### src/rtl/shift_latch_out_reg.sv
module shift_latch_out_reg #(
  parameter int WIDTH = 8
) (
  input  logic             clk,
  input  logic             rst_n,
  input  logic             ser_in,
  input  logic             strobe,
  input  logic             out_en,
  output logic [WIDTH-1:0] par_q,
  output logic [WIDTH-1:0] par_oe,
  output logic             ser_rise,
  output logic             ser_fall
);

  localparam int TOP = WIDTH - 1;

  logic [WIDTH-1:0] chain_q;
  logic [WIDTH-1:0] chain_d;
  logic [WIDTH-1:0] store_q;

  assign chain_d = {chain_q[TOP-1:0], ser_in};

  always_ff @(posedge clk) begin
    if (!rst_n) begin
      chain_q <= '0;
      store_q <= '0;
    end else begin
      chain_q <= chain_d;
      if (strobe) store_q <= chain_d;
    end
  end

  always_ff @(negedge clk) begin
    if (!rst_n) ser_fall <= 1'b0;
    else        ser_fall <= chain_q[TOP];
  end

  assign ser_rise = chain_q[TOP];
  assign par_q    = store_q;
  assign par_oe   = {WIDTH{out_en}};

  p_shift_advance_r1: assert property (@(posedge clk) disable iff (!rst_n)
    1'b1 |=> ser_rise == $past(chain_q[TOP-1]));

  p_strobe_follow_r2: assert property (@(posedge clk) disable iff (!rst_n)
    strobe |=> par_q == {$past(chain_q[TOP-1:0]), $past(ser_in)});

  p_strobe_hold_r3: assert property (@(posedge clk) disable iff (!rst_n)
    !strobe |=> $stable(par_q));

  p_fall_capture_r6: assert property (@(negedge clk) disable iff (!rst_n)
    1'b1 |=> ser_fall == $past(ser_rise));

  p_reset_clear_r8: assert property (@(posedge clk)
    !rst_n |=> (par_q == '0 && ser_rise == 1'b0));

endmodule

### config.mk
export PLATFORM = sky130hd
export DESIGN_NAME = shift_latch_out_reg
export DESIGN_NICKNAME = d
export VERILOG_FILES = /design/src/rtl/shift_latch_out_reg.sv
export SDC_FILE = /design/constraint.sdc
export NUM_CORES = 1
export LEC_CHECK = 0
export BUFFER_PORTS_ARGS = -buffer_cell sky130_fd_sc_hd__buf_2
export CORE_MARGIN = 4
export CORE_UTILIZATION = 45
export DETAILED_ROUTE_END_ITERATION = 8
export GPL_ROUTABILITY_DRIVEN = 0
export PLACE_DENSITY_LB_ADDON = 0.25
export SYNTH_ARGS = -nofsm -noshare
export SYNTH_HDL_FRONTEND = slang
export SYNTH_SLANG_ARGS = --single-unit
### constraint.sdc
create_clock -name clk -period 0.8 [get_ports clk]
set_input_delay 0.04 -clock clk [delete_from_list [all_inputs] [get_ports clk]]
set_output_delay 0.04 -clock clk [all_outputs]
set_load 0.02 [all_outputs]
==> flow_summary.ini <==
[die]
fp.dieH_um = 44.8
dieArea_um2 = 2010
core_um2 = 1190
start_util_pct = 51.4
rows = 12
ios = 23
die_w_um = 44.8

[global_routing]
grt_pass1_wl_um = 1500
grt_pass1_vias = 333
grt_util_all_layers_pct = 11.1
grt_max_degree = 16
grt-ovfl-total = 0
antenna_found_initial = 0

[setup_path]
crit_path_start_kind = flop
critPathBufInv = 1
cp_cell_sequence = buf_6
crit_arrival_ns = 1.16
reg2reg_from = chain_q[7]$_SDFF_PN0_
reg2reg_to = ser_fall$_SDFF_NN0_
end_kind = output port
r2r_slack_ns = -0.11
max_stage_delay_ns = 0.30
worst_ep_required_time_ns = 0.76
cp_top_family = flip-flops
r2r_cells = 1
critPathSlowestCell = dfxtp_2
critPathMaxFanout = 1
critical_path_class = flop to output port

[clocking]
clk_latency_ns = 0.34
cts_max_level = 1
cts.sinks = 17
cts_tree = yes
cts_buffers = 3
root_buffer = clkbuf_4
cts.path.max_buffers = 2
clk_pin_slew_worst_paths_ns = 0.03

[worst_hold_path]
hold_class = input pin to output port
whs_endpoint = par_oe[1]
hold_path_depth = 0
min_from = out_en

[yosys]
yosysTopAreaCell = dfxtp_1
synth-seq-cells = 17
synth_edf_count = 0
yosys_warnings = 0
ys_seq_area_share_pct = 55.9
synth_area_um2 = 609
yosysMostFrequentCell = dfxtp_1
synth-async-reset-ratio_pct = 0
syn_area_per_cell_um2 = 11.5
yosys-top-cells-area = dfxtp_1 (56%), mux2i_1 (13%), buf_4 (11%)
synthTopCellsByCount = dfxtp_1 (17), and2_1 (9), buf_4 (9), mux2i_1 (8), nor2b_1 (8)
synth_cells = 53
synth_flop_cell = dfxtp_1
ys_types = 7
synth_top_area_share_pct = 55.9
synth_nets = 58

[timing]
hold_violations = 0
rsz0062_at_grt = true
worst_slack_ns = -0.399
finalSetupViolCount = 2
slew_violations = 0
tightest_slew_ns = 0.237
fin_skew_ns = 0.0542
slew_headroom_pct = 84.2

[pwr]
powerDensity_nw_per_um2 = 1890
peakVddDrop_v = 0.00148
leakage_uw = 0.000336

[placed_design]
portBuffers = 13
place_ws_ns = -0.129
dp_hpwl_um = 566
dpl_cell_area_um2 = 622

[drt]
routedWlPerCell_um = 11.6
vias = 342
dr.pass1.iters = 4
vias_per_cell = 4.44
first_iter_violations = 3
ant_nets = 0
drcViolationCount = 0
finalWirelength_um = 892

[final_layout]
drive_gt1_share_pct = 44.4
layout.area.seq_um2 = 353
fillCellCount = 111
multi_input_area_um2 = 189
final_nets = 69
num_antenna_cells = 0
final_area_um2 = 744
area_growth_pct = 22.2

[status]
status = finished with violations
violations = negative setup slack

[job]
drv_cap = 0
-- final cells by class --
class                      instances  area share, %
multi-input combinational         25           25.4
clock inverter                     2           1.01
tap                               14           2.35
sequential                        17           47.4
timing repair buffer              16           20.8
clock buffer                       3           3.03
-- stage by stage --
stage          total power, µW  utilization, %  hold slack [ns]  cells  setup TNS (ns)
2_1_floorplan             1020               -            0.167     53          -0.212
3_3_place_gp               979            52.4           0.0821     71          -0.189
3_5_place_dp               980            52.4           0.0821     71          -0.197
4_1_cts                   1440            62.6           0.0821     77          -0.529
5_1_grt                   1500            62.8           0.0807     77          -0.791
6_report                  1410            62.8           0.0811     77          -0.508
-- registers in the layout, summed over array words and instances, names as in the netlist --
signal	count
par_q	8
chain_q	8
ser_fall	1
-- cell families (layout without fill, tap and decap cells) --
logic type / after synthesis / count (layout) / share of synthesized area, %
buffers and inverters: 11 / 21 / 13.6
and+or+nand+nor: 17 / 17 / 17.5
DFF: 17 / 17 / 55.9
muxes: 8 / 8 / 13.1
-- worst max path at each step --
stage	from	end	cells past startpoint
finish	ser_fall$_SDFF_NN0_	ser_fall	1
global route	ser_fall$_SDFF_NN0_	ser_fall	1
CTS	ser_fall$_SDFF_NN0_	ser_fall	1
detailed placement	chain_q[7]$_SDFF_PN0_	ser_fall$_SDFF_NN0_	1
global placement	chain_q[7]$_SDFF_PN0_	ser_fall$_SDFF_NN0_	1
floorplan	chain_q[7]$_SDFF_PN0_	ser_fall$_SDFF_NN0_	1
-- power by group --
part | leakage, µW | internal, µW | switching (µW)
Clock | 0.0000245 | 187 | 259
Combinational | 0.000169 | 51.4 | 40.3
Sequential | 0.000143 | 863 | 8.38
Total | 0.000336 | 1100 | 307
-- layer usage --
metal	GRT usage (%)	up-vias	wire, µm	share of wire (%)
li1	-	177	-	-
met4	5.26	0	14	1.6
met1	12.7	148	383	43
met5	0	-	0	0
met3	7.57	2	107	12
met2	15.8	15	386	43
-- layout by cell type, fill, tap and decap left out, drive strengths merged --
cell type and count:
inv 2, dfxtp 17, and2 9, dlygate4sd3 2, mux2i 8, clkbuf 3, buf 14, nor2b 8
-- timing repair --
| item | 4_1_cts | 5_1_grt |
|---|---|---|
| endpoints found under the hold margin | 2 | 0 |
| resized for setup | 29 | 1 |
| setup endpoints to repair | 11 | 11 |
| buffers inserted | 0 | 0 |
| hold buffers | 2 | 0 |
No activity file was read; power rests on OpenSTA's default activity.
